## src/rtl/synth_div_cfg_pkg.sv

```systemverilog
package synth_div_cfg_pkg;
  typedef struct packed {
    logic capture;
    logic follow;
    logic wrFb;
    logic wrCtl;
  } cfgStrobe_t;
endpackage

```

## src/rtl/cfg_load_ctrl.sv

```systemverilog
module cfg_load_ctrl
  import synth_div_cfg_pkg::*;
#(
  parameter int SYNC_STAGES = 2
) (
  input  logic       clk,
  input  logic       rstAsyncN,
  input  logic       serialSel,
  input  logic       wrEn,
  input  logic       regAddr,
  output cfgStrobe_t strb,
  output logic       cfgValid
);
  localparam int LAST = SYNC_STAGES - 1;

  logic [LAST:0] syncQ;
  logic          relDone;
  logic          released;

  // reset synchronizer: asserts at once, releases through the flop chain
  generate
    if (SYNC_STAGES == 1) begin : g_single
      always_ff @(posedge clk or negedge rstAsyncN)
        if (!rstAsyncN) syncQ <= '0;
        else            syncQ <= 1'b1;
    end else begin : g_chain
      always_ff @(posedge clk or negedge rstAsyncN)
        if (!rstAsyncN) syncQ <= '0;
        else            syncQ <= {syncQ[LAST-1:0], 1'b1};
    end
  endgenerate

  assign released = syncQ[LAST];

  always_ff @(posedge clk or negedge rstAsyncN) begin
    if (!rstAsyncN) begin
      relDone  <= 1'b0;
      cfgValid <= 1'b0;
    end else begin
      relDone  <= released;
      cfgValid <= strb.capture;
    end
  end

  always_comb begin
    strb.capture = released & ~relDone;
    strb.follow  = released & relDone & ~serialSel;
    strb.wrFb    = released & relDone & serialSel & wrEn & ~regAddr;
    strb.wrCtl   = released & relDone & serialSel & wrEn & regAddr;
  end
endmodule

```

## src/rtl/cfg_regfile.sv

```systemverilog
module cfg_regfile
  import synth_div_cfg_pkg::*;
#(
  parameter int              FB_W         = 10,
  parameter int              POST_W       = 3,
  parameter int              DATA_W       = 10,
  parameter logic [FB_W-1:0] FB_DEFAULT   = 10'h1F4,
  parameter logic [POST_W-1:0] POST_DEFAULT = 3'b010
) (
  input  logic              clk,
  input  logic              rstAsyncN,
  input  cfgStrobe_t        strb,
  input  logic [FB_W-1:0]   pinFb,
  input  logic [POST_W-1:0] pinPost,
  input  logic              pinPostB,
  input  logic              pinPre,
  input  logic              refSelIn,
  input  logic              regAddr,
  input  logic [DATA_W-1:0] wrData,
  output logic [FB_W-1:0]   cfgFb,
  output logic [POST_W-1:0] cfgPost,
  output logic              cfgPostB,
  output logic              cfgPre,
  output logic              refClkSel,
  output logic [DATA_W-1:0] rdData
);
  localparam int CTL_W = POST_W + 2;

  logic loadPins;
  assign loadPins = strb.capture | strb.follow;

  always_ff @(posedge clk or negedge rstAsyncN) begin
    if (!rstAsyncN) begin
      cfgFb     <= FB_DEFAULT;
      cfgPost   <= POST_DEFAULT;
      cfgPostB  <= 1'b0;
      cfgPre    <= 1'b1;
      refClkSel <= 1'b1;
    end else begin
      refClkSel <= refSelIn;
      if (loadPins) begin
        cfgFb    <= pinFb;
        cfgPost  <= pinPost;
        cfgPostB <= pinPostB;
        cfgPre   <= pinPre;
      end else begin
        if (strb.wrFb) cfgFb <= wrData[FB_W-1:0];
        if (strb.wrCtl) begin
          cfgPost  <= wrData[POST_W-1:0];
          cfgPostB <= wrData[POST_W];
          cfgPre   <= wrData[POST_W+1];
        end
      end
    end
  end

  always_comb begin
    rdData = '0;
    if (regAddr) rdData[CTL_W-1:0] = {cfgPre, cfgPostB, cfgPost};
    else         rdData[FB_W-1:0]  = cfgFb;
  end
endmodule

```

## src/rtl/synth_div_cfg.sv

```systemverilog
module synth_div_cfg
  import synth_div_cfg_pkg::*;
#(
  parameter int                FB_W         = 10,
  parameter int                POST_W       = 3,
  parameter int                SYNC_STAGES  = 2,
  parameter logic [FB_W-1:0]   FB_DEFAULT   = 10'h1F4,
  parameter logic [POST_W-1:0] POST_DEFAULT = 3'b010
) (
  input  logic              clk,
  input  logic              rstAsyncN,
  input  logic              serialSel,
  input  logic [FB_W-1:0]   pinFb,
  input  logic [POST_W-1:0] pinPost,
  input  logic              pinPostB,
  input  logic              pinPre,
  input  logic              refSelIn,
  input  logic              wrEn,
  input  logic              regAddr,
  input  logic [FB_W-1:0]   wrData,
  output logic [FB_W-1:0]   cfgFb,
  output logic [POST_W-1:0] cfgPost,
  output logic              cfgPostB,
  output logic              cfgPre,
  output logic              refClkSel,
  output logic              cfgValid,
  output logic [FB_W-1:0]   rdData
);
  localparam int DATA_W = FB_W;

  cfgStrobe_t strb;

  cfg_load_ctrl #(.SYNC_STAGES(SYNC_STAGES)) u_ctrl (
    .clk       (clk),
    .rstAsyncN (rstAsyncN),
    .serialSel (serialSel),
    .wrEn      (wrEn),
    .regAddr   (regAddr),
    .strb      (strb),
    .cfgValid  (cfgValid)
  );

  cfg_regfile #(
    .FB_W         (FB_W),
    .POST_W       (POST_W),
    .DATA_W       (DATA_W),
    .FB_DEFAULT   (FB_DEFAULT),
    .POST_DEFAULT (POST_DEFAULT)
  ) u_regs (
    .clk       (clk),
    .rstAsyncN (rstAsyncN),
    .strb      (strb),
    .pinFb     (pinFb),
    .pinPost   (pinPost),
    .pinPostB  (pinPostB),
    .pinPre    (pinPre),
    .refSelIn  (refSelIn),
    .regAddr   (regAddr),
    .wrData    (wrData),
    .cfgFb     (cfgFb),
    .cfgPost   (cfgPost),
    .cfgPostB  (cfgPostB),
    .cfgPre    (cfgPre),
    .refClkSel (refClkSel),
    .rdData    (rdData)
  );
endmodule

```

## config.mk

```make
export PLATFORM = sky130hd
export DESIGN_NAME = synth_div_cfg
export DESIGN_NICKNAME = d
export VERILOG_FILES = /design/src/rtl/synth_div_cfg_pkg.sv /design/src/rtl/cfg_load_ctrl.sv /design/src/rtl/cfg_regfile.sv /design/src/rtl/synth_div_cfg.sv
export SDC_FILE = /design/constraint.sdc
export NUM_CORES = 1
export LEC_CHECK = 0
export ABC_AREA = 1
export BUFFER_PORTS_ARGS = -buffer_cell sky130_fd_sc_hd__buf_2
export CAP_MARGIN = 25
export CORE_MARGIN = 2
export CORE_UTILIZATION = 45
export CTS_CLUSTER_SIZE = 16
export DETAILED_ROUTE_END_ITERATION = 12
export HOLD_SLACK_MARGIN = 0.1
export PLACE_DENSITY = 0.78
export SLEW_MARGIN = 20
export SYNTH_ARGS = -nofsm -noshare
export SYNTH_HDL_FRONTEND = slang
export SYNTH_SLANG_ARGS = --single-unit
```

## constraint.sdc

```tcl
create_clock -name clk -period 1.1 [get_ports clk]
set_input_delay 0.055 -clock clk [delete_from_list [all_inputs] [get_ports clk]]
set_output_delay 0.055 -clock clk [all_outputs]
set_load 0.03 [all_outputs]
```

==> impl_metrics.toml <==
[run_status]
outcome = "complete, but fails checks"
violations = "setup timing"

[synth]
yosys_warnings = 0
syn_avg_cell_area_um2 = 7.761
synth-seq-area-share = 0.4455
synth_seq_cells = 20
syn-instance-count = 148
synthDistinctLibCells = 17
mappedNetlistNets = 179
syn_area_mm2 = 0.001149

[final_layout]
multi_input_area_um2 = 595.6
final_common_cell = "nand2_1"
num_antenna_cells = 0
area_delta_synth_final_pct = 75.93
regArea_um2 = 511.7
finish.utilization = 0.8231
fill_cells = 120
layout_common_cells = "nand2_1 (61), buf_2 (40), dlygate4sd3_1 (22)"
final_layout_size_suffix_gt1_frac = 0.4939
nets = 277

[floorplanning]
die_height_um = 54.52
core_mm2 = 0.002455
io_pins = 58
die_w_um = 54.52
start_util = 0.4679
rows = 18
die_area_mm2 = 0.002972

[routing]
dr.max_layer_used = "met4"
drtIter0Drc = 49
wl_met3_um = 249
drt_pass1_iterations = 4
ant_nets = 0
dr_wl_met2_um = 2236
via_per_inst = 5.091
vias = 1400
wl_per_cell_um = 15.75
drt-met1-wl_um = 1755
drt_wl_total_um = 4330
remaining_drc_errors = 0

[clock_tree]
cts_buffer_depth = 2
clock_sinks = 20
cts.htree.levels = 1
cts_buffers = 3
clk_pin_slew_ps = 120
clkLatencyLatePin_ps = 290
cts_tree = "done"
clock-root-buffer = "clkbuf_4"

[worst_hold_path]
whs_path_depth = 4
hold_path_class = "in2reg"
whs_endpoint = "u_regs.cfgFb[5]"
hp-start = "pinFb[5]"

[global_routing]
grt.total_usage = 0.2572
grt_start_max_net_pins = 21
grt_pass1_vias = 1189
overflow = 0
grt_pass1_wl_um = 5430
grt_antenna_before_repair = 0

[critical_path]
regToRegSetupSlack_ps = -80
timing.rr.start = "u_ctrl.relDone"
crit_path_end_kind = "primary output"
worstRegToRegCells = 7
required_ps = 1040
cp-start-kind = "flip-flop"
worstPathArrival_ps = 1160
critPathKind = "reg2out"
worst-path-max-fanout = 3
r2r-end = "u_regs.cfgFb[1]"

[timing]
fmax_mhz = 819.8
rsz0062_at_grt = "true"
hold_ws_ps = 106.8
fin_setup_tns_ps = -795.3
fin_ws_ps = -119.8
final_max_slew_viol_count = 0
hold_viol = 0
post-route-period-util = 1.109
clock-skew-final_ps = 2.096
finalCriticalPeriod_ps = 1220
finalSetupViolCount = 12

[power]
leakage_nw = 1.115
peakVddDrop_mv = 1.225
power.density_mw_per_mm2 = 1234

[run]
cap_violations = 0

[placed_design]
portBuffers = 57
place_congestion = 0.7966
dpl.hpwl_um = 2204
## metrics by stage
stage	cells	instance area (um2)	setup WS, ps	power (W)
2_1_floorplan	148	1159	63.15	0.001464
3_3_place_gp	235	1469	22.84	0.001689
3_5_place_dp	235	1469	-19.68	0.001709
4_1_cts	265	1826	-90.63	0.002294
5_1_grt	275	2021	-172.4	0.002621
6_report	275	2021	-119.8	0.002494
## cell usage after synthesis, drive strengths merged
master	n	area share
nand3b	5	0.033
dfrtp	11	0.24
buf	6	0.050
conb	1	0.0033
nand2	73	0.27
nor2	6	0.020
nand3	21	0.13
inv	16	0.052
dfstp	9	0.21
## worst max path at each step
stage / from / endpoint / slack, ps / cells after the start
after floorplan: u_regs.cfgFb[9] / rdData[9] / 60 / 2
after global placement: u_ctrl.syncQ[1] / u_regs.cfgFb[0] / 20 / 6
after detailed placement: u_ctrl.syncQ[1] / u_regs.cfgFb[0] / -20 / 6
after CTS: u_regs.cfgFb[8] / rdData[8] / -90 / 3
after global routing: u_regs.cfgFb[8] / rdData[8] / -170 / 3
final: u_regs.cfgFb[5] / rdData[5] / -120 / 3
## sequential cells by signal, summed over array words and instances, names as in the netlist
name,count
u_regs.cfgPost,3
u_regs.cfgFb,10
u_regs.cfgPre,1
u_regs.refClkSel,1
u_ctrl.cfgValid,1
u_regs.cfgPostB,1
u_ctrl.relDone,1
u_ctrl.syncQ,2
## cell type report
cell class                 count  area share
timing repair buffer          96      0.3740
multi-input combinational    108      0.2947
sequential                    20      0.2533
inverter                      16     0.03591
tap                           30     0.01858
clock buffer                   4     0.01796
timing repair inverter         1    0.005573
## critical path: stages (launching register included)
cell,delay [ps]
dfstp_2,570
inv_2,40
nor2_2,110
buf_6,150
## cells by family after synthesis
group | Yosys count | synth area share
and+or+nand+nor | 105 | 0.4488
DFF | 20 | 0.4455
buffers and inverters | 22 | 0.1024
other | 1 | 0.003265
## power breakdown
part | internal [W] | leakage, nW | total, W | switching, W
registers | 0.000859 | 0.229 | 0.000937 | 0.0000785
logic | 0.000470 | 0.866 | 0.00112 | 0.000653
clock network | 0.000201 | 0.0210 | 0.000433 | 0.000232
## what timing repair did
item | CTS | global route
cloned | 0 | 3
hold endpoints to repair | 36 | 0
hold buffers | 22 | 0
pin swaps | 4 | 11
setup endpoints to repair | 25 | 33
buffers inserted | 4 | 7
gates resized for setup | 24 | 36
## metal layers
layer | vias to the layer above | track usage
li1 | 652 | -
met1 | 662 | 0.3235
met2 | 74 | 0.4398
met3 | 12 | 0.04645
met4 | 0 | 0.09167
met5 | - | 0
Note: power is estimated with default switching activity, not from simulation.
